`src/rtl/idle_ctl_pkg.sv`:
```
package idle_ctl_pkg;

    localparam int OPC_W = 16;
    localparam logic [OPC_W-1:0] IDLE_OPCODE = 16'h7621;

    typedef enum logic [2:0] {
        ST_RUN   = 3'd0,
        ST_FLUSH = 3'd1,
        ST_DRAIN = 3'd2,
        ST_FILL  = 3'd3,
        ST_SLEEP = 3'd4
    } idle_state_t;

    function automatic logic is_idle_op(input logic valid, input logic [OPC_W-1:0] code);
        return valid && (code == IDLE_OPCODE);
    endfunction

endpackage

```
`src/rtl/idle_wake_detect.sv`:
```
module idle_wake_detect #(
    parameter int NUM_IRQ = 16
) (
    input  logic               clk,
    input  logic               rst,
    input  logic               armed,
    input  logic               sleeping,
    input  logic [NUM_IRQ-1:0] irq_pend,
    input  logic [NUM_IRQ-1:0] irq_en,
    input  logic               nmi,
    output logic               wake_now,
    output logic               wake_nmi
);
    logic live_mask;
    logic live_any;
    logic held_any;
    logic held_nmi;

    assign live_mask = |(irq_pend & irq_en);
    assign live_any  = live_mask || nmi;
    assign wake_now  = sleeping && (live_any || held_any);
    assign wake_nmi  = nmi || held_nmi;

    always_ff @(posedge clk) begin
        if (rst || wake_now) begin
            held_any <= 1'b0;
            held_nmi <= 1'b0;
        end else if (armed) begin
            if (live_any) held_any <= 1'b1;
            if (nmi)      held_nmi <= 1'b1;
        end
    end

    AST_HELD_NMI_IMPLIES_ANY: assert property (@(posedge clk) disable iff (rst)
        held_nmi |-> held_any);

    AST_HELD_ONLY_FROM_SOURCE: assert property (@(posedge clk) disable iff (rst)
        $rose(held_any) |-> $past(live_any && armed));

endmodule

```
`src/rtl/idle_entry_fsm.sv`:
```
module idle_entry_fsm
    import idle_ctl_pkg::*;
(
    input  logic clk,
    input  logic rst,
    input  logic op_hit,
    input  logic pipe_empty,
    input  logic mem_busy,
    input  logic ibuf_full,
    input  logic wake_now,
    input  logic wake_nmi,
    input  logic gmask,
    output logic armed,
    output logic sleeping,
    output logic flush_req,
    output logic core_clk_en,
    output logic idle_out,
    output logic idle_flag,
    output logic pc_inc,
    output logic isr_req
);
    idle_state_t state_q;
    idle_state_t state_d;
    logic        flag_q;
    logic        pc_q;
    logic        isr_q;
    logic        leave;

    assign leave = (state_q == ST_SLEEP) && wake_now;

    always_comb begin
        state_d = state_q;
        case (state_q)
            ST_RUN:   if (op_hit)     state_d = ST_FLUSH;
            ST_FLUSH: if (pipe_empty) state_d = ST_DRAIN;
            ST_DRAIN: if (!mem_busy)  state_d = ST_FILL;
            ST_FILL:  if (ibuf_full)  state_d = ST_SLEEP;
            ST_SLEEP: if (wake_now)   state_d = ST_RUN;
            default:                  state_d = ST_RUN;
        endcase
    end

    always_ff @(posedge clk) begin
        if (rst) begin
            state_q <= ST_RUN;
            flag_q  <= 1'b0;
            pc_q    <= 1'b0;
            isr_q   <= 1'b0;
        end else begin
            state_q <= state_d;
            if (state_q == ST_DRAIN && !mem_busy) flag_q <= 1'b1;
            else if (leave)                       flag_q <= 1'b0;
            pc_q  <= leave;
            isr_q <= leave && (wake_nmi || !gmask);
        end
    end

    assign armed       = (state_q == ST_FLUSH) || (state_q == ST_DRAIN) || (state_q == ST_FILL);
    assign sleeping    = (state_q == ST_SLEEP);
    assign flush_req   = (state_q == ST_FLUSH);
    assign core_clk_en = (state_q != ST_SLEEP);
    assign idle_out    = (state_q == ST_SLEEP);
    assign idle_flag   = flag_q;
    assign pc_inc      = pc_q;
    assign isr_req     = isr_q;

    AST_FLAG_BEFORE_STOP: assert property (@(posedge clk) disable iff (rst)
        $fell(core_clk_en) |-> $past(idle_flag));

    AST_STOP_NEEDS_FULL: assert property (@(posedge clk) disable iff (rst)
        $fell(core_clk_en) |-> $past(ibuf_full));

    AST_FLAG_AFTER_DRAIN: assert property (@(posedge clk) disable iff (rst)
        $rose(idle_flag) |-> $past(!mem_busy && !flush_req));

    AST_NO_FLAG_IN_FLUSH: assert property (@(posedge clk) disable iff (rst)
        flush_req |-> !idle_flag);

    AST_PC_ON_WAKE: assert property (@(posedge clk) disable iff (rst)
        $rose(core_clk_en) |-> (pc_inc && !idle_flag));

    AST_PC_PULSE: assert property (@(posedge clk) disable iff (rst)
        pc_inc |=> !pc_inc);

    AST_NO_PC_WHILE_IDLE: assert property (@(posedge clk) disable iff (rst)
        !core_clk_en |-> !pc_inc);

    AST_ISR_WITH_PC: assert property (@(posedge clk) disable iff (rst)
        isr_req |-> pc_inc);

endmodule

```
`src/rtl/idle_mode_ctrl.sv`:
```
module idle_mode_ctrl
    import idle_ctl_pkg::*;
#(
    parameter int NUM_IRQ = 16
) (
    input  logic               clk,
    input  logic               rst,
    input  logic               op_valid,
    input  logic [OPC_W-1:0]   op_code,
    input  logic               pipe_empty,
    input  logic               mem_busy,
    input  logic               ibuf_full,
    input  logic [NUM_IRQ-1:0] irq_pend,
    input  logic [NUM_IRQ-1:0] irq_en,
    input  logic               nmi,
    input  logic               gmask,
    output logic               flush_req,
    output logic               core_clk_en,
    output logic               idle_out,
    output logic               idle_flag,
    output logic               pc_inc,
    output logic               isr_req
);
    logic op_hit;
    logic armed;
    logic sleeping;
    logic wake_now;
    logic wake_nmi;

    assign op_hit = is_idle_op(op_valid, op_code);

    idle_wake_detect #(.NUM_IRQ(NUM_IRQ)) u_wake (
        .clk      (clk),
        .rst      (rst),
        .armed    (armed),
        .sleeping (sleeping),
        .irq_pend (irq_pend),
        .irq_en   (irq_en),
        .nmi      (nmi),
        .wake_now (wake_now),
        .wake_nmi (wake_nmi)
    );

    idle_entry_fsm u_fsm (
        .clk         (clk),
        .rst         (rst),
        .op_hit      (op_hit),
        .pipe_empty  (pipe_empty),
        .mem_busy    (mem_busy),
        .ibuf_full   (ibuf_full),
        .wake_now    (wake_now),
        .wake_nmi    (wake_nmi),
        .gmask       (gmask),
        .armed       (armed),
        .sleeping    (sleeping),
        .flush_req   (flush_req),
        .core_clk_en (core_clk_en),
        .idle_out    (idle_out),
        .idle_flag   (idle_flag),
        .pc_inc      (pc_inc),
        .isr_req     (isr_req)
    );

    AST_ENTRY_NEEDS_OP: assert property (@(posedge clk) disable iff (rst)
        $rose(flush_req) |-> $past(op_hit));

endmodule

```
`config.mk`:
```
export PLATFORM = sky130hd
export DESIGN_NAME = idle_mode_ctrl
export DESIGN_NICKNAME = d
export VERILOG_FILES = /design/src/rtl/idle_ctl_pkg.sv /design/src/rtl/idle_wake_detect.sv /design/src/rtl/idle_entry_fsm.sv /design/src/rtl/idle_mode_ctrl.sv
export SDC_FILE = /design/constraint.sdc
export NUM_CORES = 1
export LEC_CHECK = 0
export ABC_AREA = 0
export CORE_ASPECT_RATIO = 1.2
export CORE_MARGIN = 2
export CORE_UTILIZATION = 27
export DETAILED_ROUTE_END_ITERATION = 16
export PLACE_DENSITY = 0.84
export SYNTH_ARGS = -nofsm -noshare
export SYNTH_HDL_FRONTEND = slang
export SYNTH_HIERARCHICAL = 1
export SYNTH_SLANG_ARGS = --single-unit
```
`constraint.sdc`:
```
create_clock -name clk -period 2.5 [get_ports clk]
set_clock_uncertainty 0.1 [all_clocks]
set_input_delay 0.375 -clock clk [delete_from_list [all_inputs] [get_ports clk]]
set_output_delay 0.375 -clock clk [all_outputs]
set_load 0.02 [all_outputs]
```
==> results of run 1 <==
==> logic make-up after synthesis <==
family | Yosys count | synth area share, %
flops | 8 | 32.6
buf+inv | 4 | 3.82
mux | 1 | 4.58
simple gates | 31 | 40.2
compound gates | 13 | 18.8
==> where the power goes <==
part | internal [mW] | switching (mW) | leakage, nW | total [mW]
sequential | 0.128 | 0.000000912 | 0.0644 | 0.128
combinational | 0.0834 | 0.0226 | 0.325 | 0.106
clock | 0.0550 | 0.0446 | 0.0138 | 0.0995
total | 0.266 | 0.0672 | 0.403 | 0.333
==> final cells by class <==
cell class / instances / area (um2) / share of cell area, %
clock buffers: 3 / 22.5 / 1.98
inverters: 3 / 11.3 / 0.988
multi-input cells: 45 / 313 / 27.4
flip-flops and latches: 8 / 160 / 14.1
well taps: 18 / 22.5 / 1.98
repair buffers: 61 / 611 / 53.6
==> routing by layer <==
metal  GRT usage, %  vias up  routed length [um]
li1               -      349                   -
met1           15.4      308                 576
met2           38.1       62                 904
met3           5.40        6                 281
met4           12.1        0                  48
met5              0        -                   0
==> critical path: stages (launching register included) <==
cell and delay [ns]:
sky130_fd_sc_hd__dfxtp_1 0.37, sky130_fd_sc_hd__nor2_1 0.15, sky130_fd_sc_hd__nand2_1 0.10, sky130_fd_sc_hd__inv_2 0.11, sky130_fd_sc_hd__clkdlybuf4s50_1 0.63
==> synthesized netlist by cell type, types with 2 or more instances <==
cell type and count:
sky130_fd_sc_hd__dfxtp_1 8, sky130_fd_sc_hd__nor2_1 7, sky130_fd_sc_hd__a22oi_1 6, sky130_fd_sc_hd__nand2_1 5, sky130_fd_sc_hd__a21oi_1 3, sky130_fd_sc_hd__a211oi_1 2, sky130_fd_sc_hd__inv_1 2, sky130_fd_sc_hd__nand4_1 2
sky130_fd_sc_hd__nor2b_1 2, sky130_fd_sc_hd__nor3_2 2, sky130_fd_sc_hd__nor4_1 2, sky130_fd_sc_hd__nor4_2 2
==> registers in the layout, indices dropped and copies added, names as in the netlist <==
| name | flops |
|---|---|
| u_fsm/state_q | 3 |
| u_wake/held_any | 1 |
| u_fsm/idle_flag | 1 |
| u_wake/held_nmi | 1 |
| u_fsm/isr_req | 1 |
| u_fsm/pc_inc | 1 |
==> worst min path at each step <==
stage	to	from	slack (ns)
global route	u_wake/held_any$_SDFFE_PP0P_	u_wake/held_any$_SDFFE_PP0P_	0.42
detailed placement	u_wake/held_any$_SDFFE_PP0P_	u_wake/held_any$_SDFFE_PP0P_	0.39
CTS	u_wake/held_any$_SDFFE_PP0P_	u_wake/held_any$_SDFFE_PP0P_	0.40
finish	u_wake/held_any$_SDFFE_PP0P_	u_wake/held_any$_SDFFE_PP0P_	0.40
floorplan	u_fsm/state_q[2]$_SDFFE_PP0P_	rst	0.34
global placement	u_wake/held_any$_SDFFE_PP0P_	u_wake/held_any$_SDFFE_PP0P_	0.39
==> out/summary.md, run 1 <==
The total of max-cap violations was 0. The ratio of routed vias to standard cells came out at 5.25. For the number of design rule violations left after detail routing, the log shows 0. After synthesis, the cell types taking the most area are sky130_fd_sc_hd__dfxtp_1, sky130_fd_sc_hd__a22oi_1, sky130_fd_sc_hd__nor2_1.

The worst-case IR drop observed on VDD is 0.000207 V. In this run the remaining antenna-violating nets after routing total 0. The post-placement setup slack is 0.281 ns, and the power per standard cell area is 292 nW/um2. Once the clock tree was built, the resizer swapped 0 gates to a different size. The tools report the final weighted congestion in routability-driven placement as 0.700.

Derived from the worst setup path, the maximum achievable clock frequency is 476 MHz. In the synthesized netlist, the number of instances is 57. Most common cell after layout, fill and taps aside: sky130_fd_sc_hd__clkdlybuf4s50_1. TritonCTS built the clock tree. The path type of the worst min-delay path is reg2reg.

In this run, synthesis inferred 0 flip-flops with an integrated enable. The area share of the largest cell type after synthesis works out to 32.6%. The clock net in this run drives a total of 8 sinks. The run finished with clean final reports. The first global-routing pass estimated 3020 um of wire. The run gives 0 as the number of antenna violations at the first check in global routing. The area growth from synthesis to layout is 132%.

Hold timing on the final database bottoms out at a slack of 0.403 ns. The number of input and output port buffers inserted was 61; the slack of the critical path was 0.398 ns. Clock-pin slew was measured on the worst setup and hold paths at 0.06 ns.

The library cell used as clock root buffer was sky130_fd_sc_hd__clkbuf_4. The aggregate global-route resource usage is 19.1%. For the total of warnings raised by yosys, the log shows 6. Setup violations remaining at the end of the flow were counted as 0.

Headroom to the max-slew limit came out at 79.2%. The number of nets at the end of the flow is 178, and the fraction of layout cells with a size suffix above 1 is 10.0%. Once placement finished, the instance area stood at 1120 um2. The cell count of the worst reg-to-reg path came out at 7.

Total count of max-transition violations in the final report: 0. In this run the deepest clock path goes through 2 buffers. For the pin with the worst max-slew slack, the measured transition is 0.312 ns. The cell area after synthesis was 492 um2; the leakage power of the design was 0.403 nW. Summed over all layers, the routed wires come to 1810 um. The tools report the maximum number of pins on one net before global-route repair as 9. Post-synthesis cell type with the largest combined area: sky130_fd_sc_hd__dfxtp_1. The number of global-route vias before repair was 764; the mean cell area of the mapped netlist was 8.63 um2.

The minimum period implied by the final worst setup slack was 2.10 ns; the maximum level of the CTS H-tree was 1. For this run, the leading register cell type out of synthesis is sky130_fd_sc_hd__dfxtp_1. Setup slack on the worst reg-to-reg path comes out at 1.11 ns. For the worst setup path, the data required time is 2.03 ns. By startpoint and endpoint, the worst setup path is classified as reg2out. The logs give 0 for the final hold violation count and 1680 um2 for the placeable core region. The total of flip-flops plus latches after synthesis works out to 8. Cells fill 67.8% of the core in the end.

For the clock latency on the worst-skew pair, the log shows 0.26 ns. Of the available clock period, the critical path in the final layout requires 84.1%. Starting DRC count in detailed routing: 7.

The antenna cell count came out at 0. The startpoint identified for the worst register-to-register timing path is u_fsm/state_q[0]$_SDFFE_PP0P_. Adding up every negative setup slack in the final design gives 0 ns. The floorplan die width is 43.0 um, and the half-perimeter wire length after placement is 1590 um. Setup repair after global routing left no endpoint under its margin. In this run the vertical extent of the chip is 50.8 um. The tools report the worst setup path endpoint as idle_out.

The detailed router placed 725 vias in this run. Final non-filler cell total: 138. Along the worst hold path, the cell count comes to 2. After filler insertion, the fill cell instance count of the layout stands at 144. The tools report the endpoint type of the worst setup path as an output pin.

The critical path starts at u_fsm/state_q[0]$_SDFFE_PP0P_. Number of distinct library cells after synthesis: 26. Kind of launch point of the worst setup path: a flip-flop.

The full die area was 2180 um2; the share of async-settable or async-resettable flops after synthesis was 0%. For the top-level port count, the log shows 62. First-pass detailed-route iteration total: 4.

The peak fanout along the critical path came out at 7. Cell count after placement: 135. The total nets after synthesis was 113; the effective utilization at floorplan was 29.2%. The setup fix buffers added after clock tree synthesis is 0, and the number of buffers inserted during clock tree synthesis is 3.

For the summed area of non-filler cells in the final layout, the log shows 1140 um2. The reg-to-reg critical path endpoint is u_fsm/isr_req$_SDFF_PP0_. The floorplan has 16 rows. Data arrives at the worst endpoint at 1.63 ns.

The total congestion overflow is 0, and the routed length per placed instance is 13.1 um. In the layout the commonest cells are sky130_fd_sc_hd__clkdlybuf4s50_1, sky130_fd_sc_hd__dfxtp_1, sky130_fd_sc_hd__nor2_1, sky130_fd_sc_hd__a22oi_1, sky130_fd_sc_hd__nand2_1. Total power for the finished layout comes to 0.333 mW. The number of buffers inserted by hold repair at cts came out at 0. Sequential cells were found to cover 32.6% of the synthesized design area.
Power figures use the tool's default switching activity.
==> run 2, diff against run 1 <==
Settings changed: CORE_UTILIZATION 27 to 22, PLACE_DENSITY 0.84 to 0.73.
Clock period 2.5 ns to 1.8 ns, I/O delays scaled along.
==> out/summary.md, run 2 (synthesis gave the netlist of run 1 again) <==
The flow ran to the end, and the final reports show no timing, DRC or antenna violations. For the core utilization of the finished layout, the log shows 56.8% (was 67.8%). The clock latency on the worst-skew pair was 0.25 ns (was 0.26 ns); the total count of max-transition violations in the final report was 0 (unchanged). The first-pass detailed-route iteration total was 4 (unchanged); the placeable core region was 2090 um2 (was 1680 um2). Setup repair after global routing left no endpoint under its margin.

The register with the most flip-flops is u_fsm/state_q (unchanged). The number of standard-cell rows in the floorplan was 18 (was 16); the aggregate global-route resource usage was 14.1% (was 19.1%). The run gives 151 (was 135) as the cell count after placement. The max-slew headroom at the worst pin came out at 80.0% (was 79.2%). The clock net sink count came out at 8 (unchanged). The number of buffers inserted during clock tree synthesis is 3 (unchanged), and the aggregate routed wire length is 1750 um (was 1810 um). The logs give 0 (unchanged) for the total of max-cap violations and 773 (was 764) for the number of global-route vias before repair. The run gives 39.4% (was 38.3%) as the sequential share of power. The critical path arrival is 1.75 ns (was 1.63 ns). The internal power summed over all cells is 0.365 mW (was 0.266 mW), and the leakage power of the design is 0.473 nW (was 0.403 nW). The critical path class was in2reg (was reg2out). The clock share of power is 29.1% (was 29.9%). The tools report the buffer depth of the longest clock path as 2 (unchanged).

For the effective utilization at floorplan, the log shows 23.5% (was 29.2%). The tools report the worst hold slack across all endpoints as 0.403 ns (about the same). In the finished design, the share of the clock period the worst path needs comes to 93.3%.

The top-level port count is 62 (unchanged). The global-route wire length before repair is 2820 um (was 3020 um). The antenna cell count came out at 0 (unchanged). The combinational fraction of design power was 31.5% (was 31.8%). Slew at the pin closest to its max-slew limit: 0.300 ns (was 0.312 ns). The tools report the endpoint type of the worst setup path as a flip-flop (was an output pin). The run gives 2630 um2 (was 2180 um2) as the full die area.

The final weighted congestion in routability-driven placement came out at 0.712 (was 0.700). Fraction of layout cells with a size suffix above 1: 13.7% (was 10.0%). For the setup fix buffers added after clock tree synthesis, the log shows 0 (unchanged).

The most common cell after layout, fill and taps aside is sky130_fd_sc_hd__clkdlybuf4s50_1 (unchanged). The run gives 0.0849 mW (was 0.0672 mW) as the net switching power figure. The setup TNS after final layout was 0 ns (unchanged). The library cell used as clock root buffer is sky130_fd_sc_hd__clkbuf_4 (unchanged). The area overhead of the layout relative to synthesis is 142% (was 132%). The number of routed nets with antenna violations was 0 (unchanged).

Number of nets at the end of the flow: 182 (was 178). The run gives 0 (unchanged) as the final hold violation count. Total congestion overflow: 0 (unchanged).

Clock slew at the register clock pins of the worst setup and hold paths: 0.05 ns (was 0.06 ns). The peak fanout along the critical path is 1 (was 7), and the maximum number of pins on one net before global-route repair is 9 (unchanged). The number of setup violations in the final report is 0 (unchanged).

The flip-flop count of the largest register, all copies and words added is 3 (unchanged). Most frequent cells in the layout: sky130_fd_sc_hd__clkdlybuf4s50_1, sky130_fd_sc_hd__dlygate4sd2_1, sky130_fd_sc_hd__dfxtp_1, sky130_fd_sc_hd__nor2_1, sky130_fd_sc_hd__a22oi_1 (was sky130_fd_sc_hd__clkdlybuf4s50_1, sky130_fd_sc_hd__dfxtp_1, sky130_fd_sc_hd__nor2_1, sky130_fd_sc_hd__a22oi_1, sky130_fd_sc_hd__nand2_1). The placement-stage cell area came out at 1160 um2 (was 1120 um2).

The longest individual stage delay on the worst path is 0.46 ns (was 0.63 ns), and the maximum level of the CTS H-tree is 1 (unchanged). The data required time at the worst endpoint is 1.87 ns (was 2.03 ns). The logs give 0.000257 V (was 0.000207 V) for the largest voltage drop on the vdd net and 0 (unchanged) for the number of design rule violations left after detail routing. The number of input and output port buffers inserted is 61 (unchanged). The height of the chip is 55.8 um (was 50.8 um), and the routed length per placed instance is 11.4 um (was 13.1 um).

The tools report the kind of launch point of the worst setup path as an input port (was a flip-flop). The tools report the summed area of non-filler cells in the final layout as 1190 um2 (was 1140 um2). Subtracting the final worst setup slack from the clock period gives 1.68 ns.

The floorplan die width came out at 47.2 um (was 43.0 um). Power per standard cell area: 379 nW/um2 (was 292 nW/um2). The most numerous cell type found on the critical path is sky130_fd_sc_hd__nor4_2. The switching power as a share of total power works out to 18.9% (was 20.2%). Critical Path, Cell by Cell: dlygate4sd2_1, nor4_2, nand4_1, nor4_2, inv_1, mux4_2, nor3_2 (was nor2_1, nand2_1, inv_2, clkdlybuf4s50_1). The ratio of routed vias to standard cells was 4.69 (was 5.25). The path type of the worst min-delay path was reg2reg (unchanged). The number of antenna violations at the first check in global routing is 0 (unchanged). The cell with the largest stage delay on the worst path was sky130_fd_sc_hd__mux4_2 (was sky130_fd_sc_hd__clkdlybuf4s50_1). The starting DRC count in detailed routing is 4 (was 7), and the final non-filler cell total is 154 (was 138).

Timing would allow up to 596 MHz. TritonCTS built the clock tree. The total vias in the final route is 722 (was 725).
run 2: worst max-delay path, delay by kind of cell:
kind          cells  cell delay [ns]
mux               1             0.46
simple gates      4             0.73
buf+inv           2             0.29
run 2: area by class of cell:
cell class	count	area [um2]
multi-input combinational	45	320
inverter	3	11.3
timing repair buffer	65	637
tap	30	37.5
clock buffer	3	22.5
fill	209	906
sequential	8	160
run 2: worst paths after layout:
path,to,cells after the start,slack (ns),startpoint
worst max-delay path,u_fsm/state_q[0]$_SDFFE_PP0P_,7,0.12,op_code[11]
worst max register to register,u_fsm/isr_req$_SDFF_PP0_,8,0.32,u_fsm/state_q[1]$_SDFFE_PP0P_
worst min register to register,u_fsm/idle_flag$_SDFFE_PP0P_,2,0.40,u_fsm/idle_flag$_SDFFE_PP0P_
worst min-delay path,u_fsm/idle_flag$_SDFFE_PP0P_,2,0.40,u_fsm/idle_flag$_SDFFE_PP0P_
run 2: per-stage QoR:
| step | setup slack (ns) | power [mW] |
|---|---|---|
| after floorplan | 0.191 | 0.200 |
| after global placement | -0.283 | 0.325 |
| after detailed placement | -0.337 | 0.328 |
| after CTS | 0.0312 | 0.454 |
| after global routing | 0.000412 | 0.474 |
| final | 0.121 | 0.450 |
run 2: power groups by stage:
stage	logic, mW	clock network, mW	registers, mW
6_report	0.142	0.131	0.177
5_1_grt	0.153	0.144	0.177
4_1_cts	0.142	0.135	0.177
3_5_place_dp	0.147	0	0.181
3_3_place_gp	0.144	0	0.181
2_1_floorplan	0.0187	0	0.181
run 2: layer usage:
| layer | vias to the layer above | routed length (um) | track usage [%] |
|---|---|---|---|
| met5 | - | 0 | 0 |
| met4 | 0 | 8 | 4.76 |
| met3 | 2 | 312 | 5.19 |
| met2 | 59 | 841 | 25.2 |
| met1 | 306 | 588 | 14.0 |
| li1 | 355 | - | - |
run 2: what timing repair did:
action,in CTS,in global routing
endpoints found under the hold margin,0,0
hold buffers,0,0
cloned,0,0
pin swaps,6,4
resized for setup,10,6
endpoints found under the setup margin,4,1
==> run 3, diff against run 2 <==
Settings changed: ABC_AREA 0 to 1, CORE_UTILIZATION 22 to 27, PLACE_DENSITY 0.73 to 0.76.
==> out/summary.md, run 3 <==
The number of design rule violations left after detail routing is 0 (unchanged), and the height of the chip is 57.8 um (was 55.8 um). Total count of max-transition violations in the final report: 0 (unchanged). The ratio of routed vias to standard cells came out at 4.40 (was 4.69). The clock slew at the register clock pins of the worst setup and hold paths works out to 0.05 ns (about the same).

The most frequently used flop master after synthesis is sky130_fd_sc_hd__dfxtp_1 (unchanged). The reg-to-reg critical path endpoint was u_fsm/state_q[0]$_SDFFE_PP0P_ (was u_fsm/isr_req$_SDFF_PP0_). The run gives 7 (was 9) as the maximum number of pins on one net before global-route repair. Kind of launch point of the worst setup path: an input port (unchanged).

The cell count of the worst reg-to-reg path works out to 12 (was 8). The logs give 1 (unchanged) for the maximum level of the CTS H-tree and 0 ns (unchanged) for the setup TNS after final layout. The post-placement setup slack was -0.217 ns (was -0.337 ns); the slew at the pin closest to its max-slew limit was 0.262 ns (was 0.300 ns). Cell types with the largest area share after synthesis: sky130_fd_sc_hd__dfxtp_1, sky130_fd_sc_hd__nand2_1, sky130_fd_sc_hd__inv_1 (was sky130_fd_sc_hd__dfxtp_1, sky130_fd_sc_hd__a22oi_1, sky130_fd_sc_hd__nor2_1). Slack of the critical path: 0.112 ns (was 0.121 ns). Critical Path, Cell by Cell: clkdlybuf4s50_1, nand2_1, nand2_1, inv_1, nand2_1, nor2_2, nand3_2, nand2_2, inv_2, inv_2, nand3_2, nand2_2, nor2_4, nand2_2, nand2_1, nand2_1, nor2_2 (was dlygate4sd2_1, nor4_2, nand4_1, nor4_2, inv_1, mux4_2, nor3_2).

TritonCTS built the clock tree. The number of buffers inserted during clock tree synthesis came out at 3 (unchanged). Peak fanout along the critical path: 4 (was 1). The largest voltage drop on the vdd net is 0.000623 V (was 0.000257 V), and the flip-flop count of the largest register, all copies and words added is 3 (unchanged).

The logs give 0.990 mW (was 0.450 mW) for the final total power and 247 (was 182) for the number of nets at the end of the flow. The share of cell area taken by muxes after synthesis works out to 0% (was 4.58%). The data required time at the worst endpoint came out at 1.84 ns (was 1.87 ns). The global-route wire length before repair is 3480 um (was 2820 um), and the buffer depth of the longest clock path is 2 (unchanged).

The half-perimeter wire length after placement was 1750 um; the buffers plus inverters on the worst setup path was 4 (was 2). The startpoint of the most critical hold path is nmi (was u_fsm/idle_flag$_SDFFE_PP0P_). The share of async-settable or async-resettable flops after synthesis was 0% (unchanged); the area overhead of the layout relative to synthesis was 118% (was 142%).

Post-synthesis cell type with the largest combined area: sky130_fd_sc_hd__dfxtp_1 (unchanged). Library cell used as clock root buffer: sky130_fd_sc_hd__clkbuf_4 (unchanged). The number of global-route vias before repair is 926 (was 773), and the number of input and output port buffers inserted is 61 (unchanged). Cell with the largest stage delay on the worst path: sky130_fd_sc_hd__clkdlybuf4s50_1 (was sky130_fd_sc_hd__mux4_2). The run finished with clean final reports. Top cell types by occurrence after synthesis: sky130_fd_sc_hd__nand2_1, sky130_fd_sc_hd__inv_1, sky130_fd_sc_hd__nor2_1 (was sky130_fd_sc_hd__dfxtp_1, sky130_fd_sc_hd__nor2_1, sky130_fd_sc_hd__a22oi_1).

The run gives 176 (was 113) as the total nets after synthesis. The run gives 0 (unchanged) as the final hold violation count. Most frequent cells in the layout: sky130_fd_sc_hd__nand2_1, sky130_fd_sc_hd__clkdlybuf4s50_1, sky130_fd_sc_hd__dlymetal6s2s_1, sky130_fd_sc_hd__nor2_1, sky130_fd_sc_hd__inv_1 (was sky130_fd_sc_hd__clkdlybuf4s50_1, sky130_fd_sc_hd__dlygate4sd2_1, sky130_fd_sc_hd__dfxtp_1, sky130_fd_sc_hd__nor2_1, sky130_fd_sc_hd__a22oi_1). The logs give 19 (was 18) for the number of standard-cell rows in the floorplan and 0.769 (was 0.712) for the final weighted congestion in routability-driven placement. The logs give 2280 um2 (was 2090 um2) for the placeable core region and 82.5% (was 80.0%) for the max-slew headroom at the worst pin.

The longest individual stage delay on the worst path came out at 0.40 ns (was 0.46 ns). Worst hold endpoint: u_wake/held_nmi$_SDFFE_PP0P_ (was u_fsm/idle_flag$_SDFFE_PP0P_). For the cell area after synthesis, the log shows 652 um2 (was 492 um2).

The most common cell after layout, fill and taps aside is sky130_fd_sc_hd__nand2_1 (was sky130_fd_sc_hd__clkdlybuf4s50_1). The logs give 20 (was 4) for the starting DRC count in detailed routing and 0.25 ns (about the same) for the clock latency on the worst-skew pair. The logs give 4 (unchanged) for the first-pass detailed-route iteration total and 1.73 ns (was 1.75 ns) for the critical path arrival.

The number of synthesized flops with an enable pin is 0 (unchanged). The run gives 2830 um2 (was 2630 um2) as the full die area. The adder and majority gate portion of the synthesized area works out to 0% (unchanged). The worst setup slack for register-to-register paths came out at 0.26 ns (was 0.32 ns). The total vias in the final route came out at 968 (was 722). The most repeated cell in the gate-level netlist after synthesis was sky130_fd_sc_hd__nand2_1 (was sky130_fd_sc_hd__dfxtp_1).

Number of setup violations in the final report: 0 (unchanged). The critical path class is in2reg (unchanged). The aggregate routed wire length came out at 2120 um (was 1750 um). The power per standard cell area was 695 nW/um2 (was 379 nW/um2); the floorplan die width was 48.9 um (was 47.2 um). The clock net sink count is 8 (unchanged), and the count of cells along the worst hold path is 4 (was 2). The number of buffers inserted by hold repair at cts was 0 (unchanged); the post-synthesis compound-gate area fraction was 4.22% (was 18.8%). The fraction of layout cells with a size suffix above 1 was 15.3% (was 13.7%). Total of flip-flops plus latches after synthesis: 8 (unchanged). The run gives 24.6% (was 32.6%) as the share of synthesized area occupied by flip-flops and latches. Combinational family with the most area after synthesis: simple AND/OR/NAND/NOR gates (unchanged). The placement-stage cell area was 1330 um2 (was 1160 um2); the number of routed nets with antenna violations was 0 (unchanged).

Leakage power of the design: 0.867 nW (was 0.473 nW). The tools report the endpoint type of the worst setup path as a flip-flop (unchanged). The minimum period implied by the final worst setup slack came out at 1.69 ns (was 1.68 ns). The run gives 0 (unchanged) as the antenna cell count.

Setup repair after global routing could not meet its margin everywhere. The synthesized-area fraction occupied by xor and xnor cells is 0% (unchanged). The total of max-cap violations came out at 0 (unchanged). For the number of distinct library cells after synthesis, the log shows 16 (was 26). The simple-gate area share of the yosys netlist came out at 56.8% (was 40.2%).

The final period utilization came out at 93.8% (was 93.3%). The run gives 15.4% (was 14.1%) as the aggregate global-route resource usage. The total congestion overflow was 0 (unchanged). The summed area of non-filler cells in the final layout was 1420 um2 (was 1190 um2). The area share of the largest cell type after synthesis works out to 24.6% (was 32.6%). The top-level port count is 62 (unchanged). The register with the most flip-flops is u_fsm/state_q (unchanged).

For the effective utilization at floorplan, the log shows 28.6% (was 23.5%). The highest clock frequency the design can meet came out at 593 MHz (was 596 MHz). The tools report the start point of the critical path as irq_en[12] (was op_code[11]). The tools report the number of instances in the synthesized netlist as 120 (was 57).

The path type of the worst min-delay path is in2reg (was reg2reg). The number of antenna violations at the first check in global routing was 0 (unchanged). Mean cell area of the mapped netlist: 5.43 um2 (was 8.63 um2). The routed length per placed instance was 9.65 um (was 11.4 um); the total of warnings raised by yosys was 6 (unchanged). The cell family contributing the most delay on the critical path was simple AND/OR/NAND/NOR gates (unchanged). Launching point of the worst reg2reg path: u_fsm/state_q[1]$_SDFFE_PP0P_ (unchanged). The critical path's most frequent cell is sky130_fd_sc_hd__nand2_1 (was sky130_fd_sc_hd__nor4_2).
[run 3: cell count changes after synthesis, moves of 3 or more]
cell	change
sky130_fd_sc_hd__nand2_1	+37
sky130_fd_sc_hd__inv_1	+18
sky130_fd_sc_hd__nor2_1	+13
sky130_fd_sc_hd__a22oi_1	-6
sky130_fd_sc_hd__nand2_2	+6
sky130_fd_sc_hd__nand3_1	+6
sky130_fd_sc_hd__nor2_2	+3
[run 3: power by group]
group | internal (mW) | switching [mW] | leakage, nW | total [mW]
clock network | 0.0759 | 0.0547 | 0.0138 | 0.131
registers | 0.224 | 0.0476 | 0.0654 | 0.272
logic | 0.288 | 0.300 | 0.788 | 0.588
total | 0.588 | 0.402 | 0.867 | 0.990
[run 3: cell type report]
| type | count | area, um2 |
|---|---|---|
| flip-flops and latches | 8 | 160 |
| clock buffers | 3 | 22.5 |
| repair buffers | 67 | 711 |
| multi-input cells | 88 | 405 |
| inverters | 23 | 86.3 |
| well taps | 31 | 38.8 |
| fillers | 210 | 858 |
[run 3: how the worst max path moves through the flow]
stage	slack [ns]	cells past startpoint	end
3_5_place_dp	-0.22	17	u_fsm/state_q[1]$_SDFFE_PP0P_
2_1_floorplan	0.04	13	u_fsm/state_q[1]$_SDFFE_PP0P_
4_1_cts	0.03	17	u_fsm/state_q[1]$_SDFFE_PP0P_
5_1_grt	-0.009	17	u_fsm/state_q[1]$_SDFFE_PP0P_
3_3_place_gp	-0.16	17	u_fsm/state_q[1]$_SDFFE_PP0P_
6_report	0.11	17	u_fsm/state_q[1]$_SDFFE_PP0P_
[run 3: cell families (layout without fill, tap and decap cells)]
logic type / Yosys count / count (layout)
buffers and inverters: 24 / 93
DFF: 8 / 8
and+or+nand+nor: 83 / 83
AOI/OAI and AO/OA: 5 / 5
[run 3: repair_timing]
action	4_1_cts	5_1_grt
buffers inserted	0	1
pin swaps	0	24
resized for setup	3	27
endpoints found under the hold margin	0	0
endpoints found under the setup margin	3	4
cloned	0	0
[run 3: worst min-delay path: cells and delay by family]
kind                   cells  cell delay [ns]
AND/OR/NAND/NOR            1             0.09
buffers and inverters      2             0.21
AO/OA/AOI/OAI              1             0.05
[run 3: routing by layer]
layer | vias to the layer above | wire length, um | GRT usage (%)
li1 | 490 | - | -
met1 | 416 | 766 | 13.4
met2 | 58 | 1140 | 32.9
met3 | 4 | 198 | 5.41
met4 | 0 | 18 | 3.67
met5 | - | 0 | 0
[run 3: metrics by stage]
| stage | instances | utilization [%] | hold slack (ns) |
|---|---|---|---|
| 6_report | 220 | 62.4 | 0.319 |
| 5_1_grt | 220 | 62.4 | 0.331 |
| 4_1_cts | 219 | 59.3 | 0.369 |
| 3_5_place_dp | 216 | 58.4 | 0.364 |
| 3_3_place_gp | 216 | 58.4 | 0.348 |
| 2_1_floorplan | 120 | - | 0.239 |
